**config.mk**
```make
export PLATFORM = sky130hd
export DESIGN_NAME = drive_seek_tracker
export DESIGN_NICKNAME = d
export VERILOG_FILES = /design/src/rtl/seek_pkg.sv /design/src/rtl/seek_datapath.sv /design/src/rtl/seek_control.sv /design/src/rtl/dchg_latch.sv /design/src/rtl/drive_seek_tracker.sv
export SDC_FILE = /design/constraint.sdc
export NUM_CORES = 1
export LEC_CHECK = 0
export BUFFER_PORTS_ARGS = -buffer_cell sky130_fd_sc_hd__clkbuf_2
export CORE_AREA = 2 2 62 64
export DETAILED_ROUTE_END_ITERATION = 12
export DIE_AREA = 0 0 64 66
export PLACE_DENSITY = 0.8
export SLEW_MARGIN = 20
export SYNTH_ARGS = -nofsm -noshare
export SYNTH_HDL_FRONTEND = slang
export SYNTH_SLANG_ARGS = --single-unit
```
**constraint.sdc**
```tcl
create_clock -name clk -period 8.3 [get_ports clk]
set_input_delay 1.245 -clock clk [delete_from_list [all_inputs] [get_ports clk]]
set_output_delay 1.245 -clock clk [all_outputs]
set_load 0.01 [all_outputs]
```
**src/rtl/seek_pkg.sv**
```systemverilog
package seek_pkg;

  // Control-to-datapath strobes
  typedef struct packed {
    logic loadTarget;
    logic stepEn;
  } seekStrobeT;

  typedef enum logic {
    ST_IDLE = 1'b0,
    ST_MOVE = 1'b1
  } seekStateT;

endpackage

```
**src/rtl/seek_datapath.sv**
```systemverilog
module seek_datapath
  import seek_pkg::*;
#(
  parameter int CYL_W   = 8,
  parameter int MAX_CYL = 255
) (
  input  logic             clk,
  input  logic             rstN,
  input  seekStrobeT       strobe,
  input  logic             reqRelative,
  input  logic             reqInward,
  input  logic [CYL_W-1:0] reqValue,
  output logic [CYL_W-1:0] presentCyl,
  output logic             atTarget,
  output logic             moveInward
);

  localparam int SUM_W = CYL_W + 1;
  localparam logic [SUM_W-1:0] LIMIT_S = SUM_W'(MAX_CYL);
  localparam logic [CYL_W-1:0] LIMIT_C = LIMIT_S[CYL_W-1:0];

  logic [CYL_W-1:0] cylQ;
  logic [CYL_W-1:0] targetQ;
  logic [CYL_W-1:0] targetD;
  logic [CYL_W-1:0] absTarget;
  logic [SUM_W-1:0] inSum;

  // Absolute clamp only exists when the limit is below the field range
  generate
    if (MAX_CYL >= (1 << CYL_W) - 1) begin : g_noClamp
      assign absTarget = reqValue;
    end else begin : g_clamp
      assign absTarget = ({1'b0, reqValue} > LIMIT_S) ? LIMIT_C : reqValue;
    end
  endgenerate

  always_comb begin
    inSum = {1'b0, cylQ} + {1'b0, reqValue};
    if (!reqRelative) begin
      targetD = absTarget;
    end else if (reqInward) begin
      targetD = (inSum > LIMIT_S) ? LIMIT_C : inSum[CYL_W-1:0];
    end else begin
      targetD = (reqValue > cylQ) ? '0 : cylQ - reqValue;
    end
  end

  always_ff @(posedge clk or negedge rstN) begin
    if (!rstN) begin
      cylQ    <= '0;
      targetQ <= '0;
    end else begin
      if (strobe.loadTarget) begin
        targetQ <= targetD;
      end
      if (strobe.stepEn) begin
        cylQ <= moveInward ? cylQ + 1'b1 : cylQ - 1'b1;
      end
    end
  end

  assign presentCyl = cylQ;
  assign atTarget   = (cylQ == targetQ);
  assign moveInward = (targetQ > cylQ);

  AST_STEP_MOVES: assert property (@(posedge clk) disable iff (!rstN)
    strobe.stepEn |=> (cylQ != $past(cylQ)));

  AST_NO_OVERFLOW: assert property (@(posedge clk) disable iff (!rstN)
    ({1'b0, cylQ} <= LIMIT_S));

endmodule

```
**src/rtl/seek_control.sv**
```systemverilog
module seek_control
  import seek_pkg::*;
(
  input  logic       clk,
  input  logic       rstN,
  input  logic       reqValid,
  input  logic       atTarget,
  input  logic [7:0] cylProbe,
  output seekStrobeT strobe,
  output logic       busy,
  output logic       stepPulse,
  output logic       seekDone
);

  seekStateT stateQ;
  seekStateT stateD;

  always_comb begin
    stateD = stateQ;
    case (stateQ)
      ST_IDLE: if (reqValid) stateD = ST_MOVE;
      ST_MOVE: if (atTarget) stateD = ST_IDLE;
      default: stateD = ST_IDLE;
    endcase
  end

  always_ff @(posedge clk or negedge rstN) begin
    if (!rstN) begin
      stateQ <= ST_IDLE;
    end else begin
      stateQ <= stateD;
    end
  end

  assign busy              = (stateQ == ST_MOVE);
  assign stepPulse         = busy && !atTarget;
  assign seekDone          = busy && atTarget;
  assign strobe.loadTarget = !busy && reqValid;
  assign strobe.stepEn     = stepPulse;

  AST_ACCEPT_IDLE: assert property (@(posedge clk) disable iff (!rstN)
    (!busy && reqValid) |=> busy);

  AST_DONE_ENDS: assert property (@(posedge clk) disable iff (!rstN)
    seekDone |=> (!busy && $stable(cylProbe)));

endmodule

```
**src/rtl/dchg_latch.sv**
```systemverilog
module dchg_latch (
  input  logic clk,
  input  logic rstN,
  input  logic mediaPresent,
  input  logic stepPulse,
  output logic diskChange
);

  logic flagQ;

  always_ff @(posedge clk or negedge rstN) begin
    if (!rstN) begin
      flagQ <= 1'b1;
    end else if (!mediaPresent) begin
      flagQ <= 1'b1;
    end else if (stepPulse) begin
      flagQ <= 1'b0;
    end
  end

  assign diskChange = flagQ;

  AST_EMPTY_SETS: assert property (@(posedge clk) disable iff (!rstN)
    !mediaPresent |=> diskChange);

  AST_STEP_CLEARS: assert property (@(posedge clk) disable iff (!rstN)
    (stepPulse && mediaPresent) |=> !diskChange);

  AST_NO_SPURIOUS_CLEAR: assert property (@(posedge clk) disable iff (!rstN)
    (diskChange && !stepPulse) |=> diskChange);

endmodule

```
**src/rtl/drive_seek_tracker.sv**
```systemverilog
module drive_seek_tracker
  import seek_pkg::*;
#(
  parameter int CYL_W   = 8,
  parameter int MAX_CYL = 255
) (
  input  logic             clk,
  input  logic             rstN,
  input  logic             reqValid,
  input  logic             reqRelative,
  input  logic             reqInward,
  input  logic [CYL_W-1:0] reqValue,
  input  logic             mediaPresent,
  output logic             busy,
  output logic             stepPulse,
  output logic             stepInward,
  output logic             seekDone,
  output logic [CYL_W-1:0] presentCyl,
  output logic [7:0]       statusByte
);

  localparam int FLAG_BIT = 7;

  seekStrobeT strobe;
  logic       atTarget;
  logic       moveInward;
  logic       diskChange;
  logic [7:0] cylProbe;

  seek_datapath #(
    .CYL_W  (CYL_W),
    .MAX_CYL(MAX_CYL)
  ) u_path (
    .clk        (clk),
    .rstN       (rstN),
    .strobe     (strobe),
    .reqRelative(reqRelative),
    .reqInward  (reqInward),
    .reqValue   (reqValue),
    .presentCyl (presentCyl),
    .atTarget   (atTarget),
    .moveInward (moveInward)
  );

  assign cylProbe = 8'(presentCyl);

  seek_control u_ctrl (
    .clk      (clk),
    .rstN     (rstN),
    .reqValid (reqValid),
    .atTarget (atTarget),
    .cylProbe (cylProbe),
    .strobe   (strobe),
    .busy     (busy),
    .stepPulse(stepPulse),
    .seekDone (seekDone)
  );

  dchg_latch u_flag (
    .clk         (clk),
    .rstN        (rstN),
    .mediaPresent(mediaPresent),
    .stepPulse   (stepPulse),
    .diskChange  (diskChange)
  );

  assign stepInward = stepPulse && moveInward;

  always_comb begin
    statusByte           = '0;
    statusByte[FLAG_BIT] = diskChange;
  end

endmodule

```
==> run metrics <==
H-tree depth=1; Slew @ Worst Pin=857.4 ps; RePlAce Congestion=0.9136; Setup TNS Final=0 ps; max_cap viols=0; R2R cell count=13; Num CTS Buffers=3; initial antenna violation count=0; Hold Crit Depth=2; Slew headroom=0.4224; Syn Area/Cell=8.199 µm²; CTS Buffer Depth=2; CTS-repair resized insts=0; total grt overflow=0; Post-DRT Antenna Nets=0; Final Critical Period=3987 ps; Post-synth EDFFs=0; clock latency at the later pin of the worst-skew pair=300 ps; sequential area share after synthesis=0.2160; Layout area overhead=6.343%; FF-to-FF setup slack=4310 ps; global-route wire length before repair=8059 µm; most frequent cells in the layout=ha_1 (30), inv_1 (28), clkbuf_2 (26); crit path launch type=flop; flip-flop and latch count after synthesis=18; Multi-input gate area=1450 µm²; clk slew on worst S/H paths=110 ps; first-pass detailed-route iteration total=4; total global-route track usage=0.2425; Antenna diodes=0; mapped cell area=2091 µm²; WL per Instance=14.42 µm; Worst Hold End=u_flag.diskChange; Die Footprint=4224 µm²; final hold vios=0; initial DRC count=111; Ys Warns=0; setup repair after global routing missed its margin=false; Main synth FF type=dfrtp_1; DRC=0; worst hold slack=465.0 ps; Num Clock Sinks=18; worst flop-to-flop path endpoint=u_path.presentCyl[7]; Design Area, Final=2223 µm²; Worst EP required=8490 ps; die width=64 µm; CP arrival=4180 ps; vias in the first global route=1702; number of fill cells=333; most common cell after layout, fill and taps aside=ha_1; largest net degree at the start of global routing=19; Hold Crit Start=u_flag.diskChange; Starting Density=0.5888; Final #Nets=323; Detailed Place HPWL=3864 µm; Synth Instances=255; core area=3551 µm²; num rows=22; Post-DP Area=2197 µm²; CTS tree=built; layout cells sized above 1=0.1491; skew final=6.560 ps; Max Slew Vio Count=0; postcts setup bufs=0; outcome=completed; Root Driver=clkbuf_4; Final setup viols=0; post-synth cell types=50; worst setup path class=reg2reg; Crit Path Max Fanout=8; reg-to-reg startpoint=u_path.presentCyl[1]; Register Area=451.7 µm²; Async SR Flop Fraction=1.000; number of top-level pins=34; via count=1861; Post-Route WL=4658 µm; PortBufs=26; crit path capture type=flop; hold-fix buffers at CTS=0; Max Clk Rate=250.8 MHz; period utilization=0.4803; Hold WC Path Type=reg2reg; vias per std cell=5.762; Die Y=66 µm
## layout make-up
class                   instances  share of cell area
repair buffers                 26             0.05853
well taps                      48             0.02701
multi-input cells             199              0.6522
clock buffers                   4             0.01182
flip-flops and latches         18              0.2032
inverters                      28             0.04727
## synthesized netlist by cell type, types with 2 or more instances
library cell | number | share of area
o31a_1 | 3 | 0.013
nor3_1 | 4 | 0.0096
o21ai_0 | 21 | 0.050
o21bai_1 | 2 | 0.0072
nand3_1 | 4 | 0.0096
xor2_1 | 6 | 0.025
nor2_1 | 14 | 0.025
a211oi_2 | 2 | 0.012
a21oi_1 | 24 | 0.057
a31oi_1 | 4 | 0.012
o31ai_1 | 4 | 0.014
fa_1 | 3 | 0.029
o21a_1 | 4 | 0.014
nor2b_1 | 7 | 0.021
xnor2_1 | 7 | 0.029
dfrtp_1 | 17 | 0.20
inv_1 | 28 | 0.050
a311o_1 | 2 | 0.0096
clkbuf_1 | 4 | 0.0072
a211oi_1 | 3 | 0.011
nand2b_1 | 2 | 0.0060
a2bb2oi_1 | 2 | 0.0084
ha_1 | 30 | 0.18
buf_4 | 10 | 0.036
o22ai_1 | 2 | 0.0060
nand2_1 | 17 | 0.031
or3_1 | 3 | 0.0090
a21o_1 | 4 | 0.014
## layer usage
layer	up-vias	part of all wire	global-route usage
li1	930	-	-
met1	879	0.47	0.3358
met2	50	0.47	0.4076
met3	2	0.059	0.04089
met4	0	0.0017	0.02989
met5	-	0	0
## worst max-delay path: stages, from the launching register on
cell and delay, ps:
dfrtp_1 580, inv_1 100, ha_1 300, and3_1 190, nor2b_1 130, o31a_1 260
o21ai_0 680, ha_1 370, a21oi_1 170, nor2b_1 80, a311o_1 410, o31ai_2 300
a41o_1 220, o22ai_1 70
## state kept, by name, indices dropped and copies added, names as in the netlist
name               cells
u_ctrl.busy            1
u_flag.diskChange      1
u_path.presentCyl      8
u_path.targetQ         8
## metrics by stage
stage | util | setup slack (ps) | std cells
2_1_floorplan | - | 4737 | 261
3_3_place_gp | 0.6187 | 4546 | 319
3_5_place_dp | 0.6187 | 4351 | 319
4_1_cts | 0.6261 | 4335 | 323
5_1_grt | 0.6261 | 4085 | 323
6_report | 0.6261 | 4313 | 323
## worst max-delay path by stage
| stage | start | cells past startpoint | endpoint | slack, ps |
|---|---|---|---|---|
| finish | u_path.presentCyl[1] | 13 | u_path.presentCyl[7] | 4310 |
| global route | u_path.presentCyl[1] | 13 | u_path.presentCyl[7] | 4090 |
| CTS | u_path.presentCyl[1] | 13 | u_path.presentCyl[7] | 4340 |
| detailed placement | u_path.presentCyl[1] | 13 | u_path.presentCyl[7] | 4350 |
| global placement | u_path.presentCyl[1] | 13 | u_path.presentCyl[7] | 4550 |
| floorplan | u_path.presentCyl[1] | 13 | u_path.presentCyl[7] | 4740 |
## cells by family (layout without fill, tap and decap cells)
group	after synthesis	after routing	share of synthesized area
AOI/OAI and AO/OA	87	87	0.2771
xor gates and xnor gates	13	13	0.05446
adders and majority gates	33	33	0.2083
buffers and inverters	44	58	0.1011
DFF	18	18	0.2160
muxes	1	1	0.005386
other	1	7	0.001794
and+or+nand+nor	58	58	0.1359
Power is left out: the tool's default activity adds up to more than one toggle a clock period on the data nets, which glitch-free logic cannot reach.
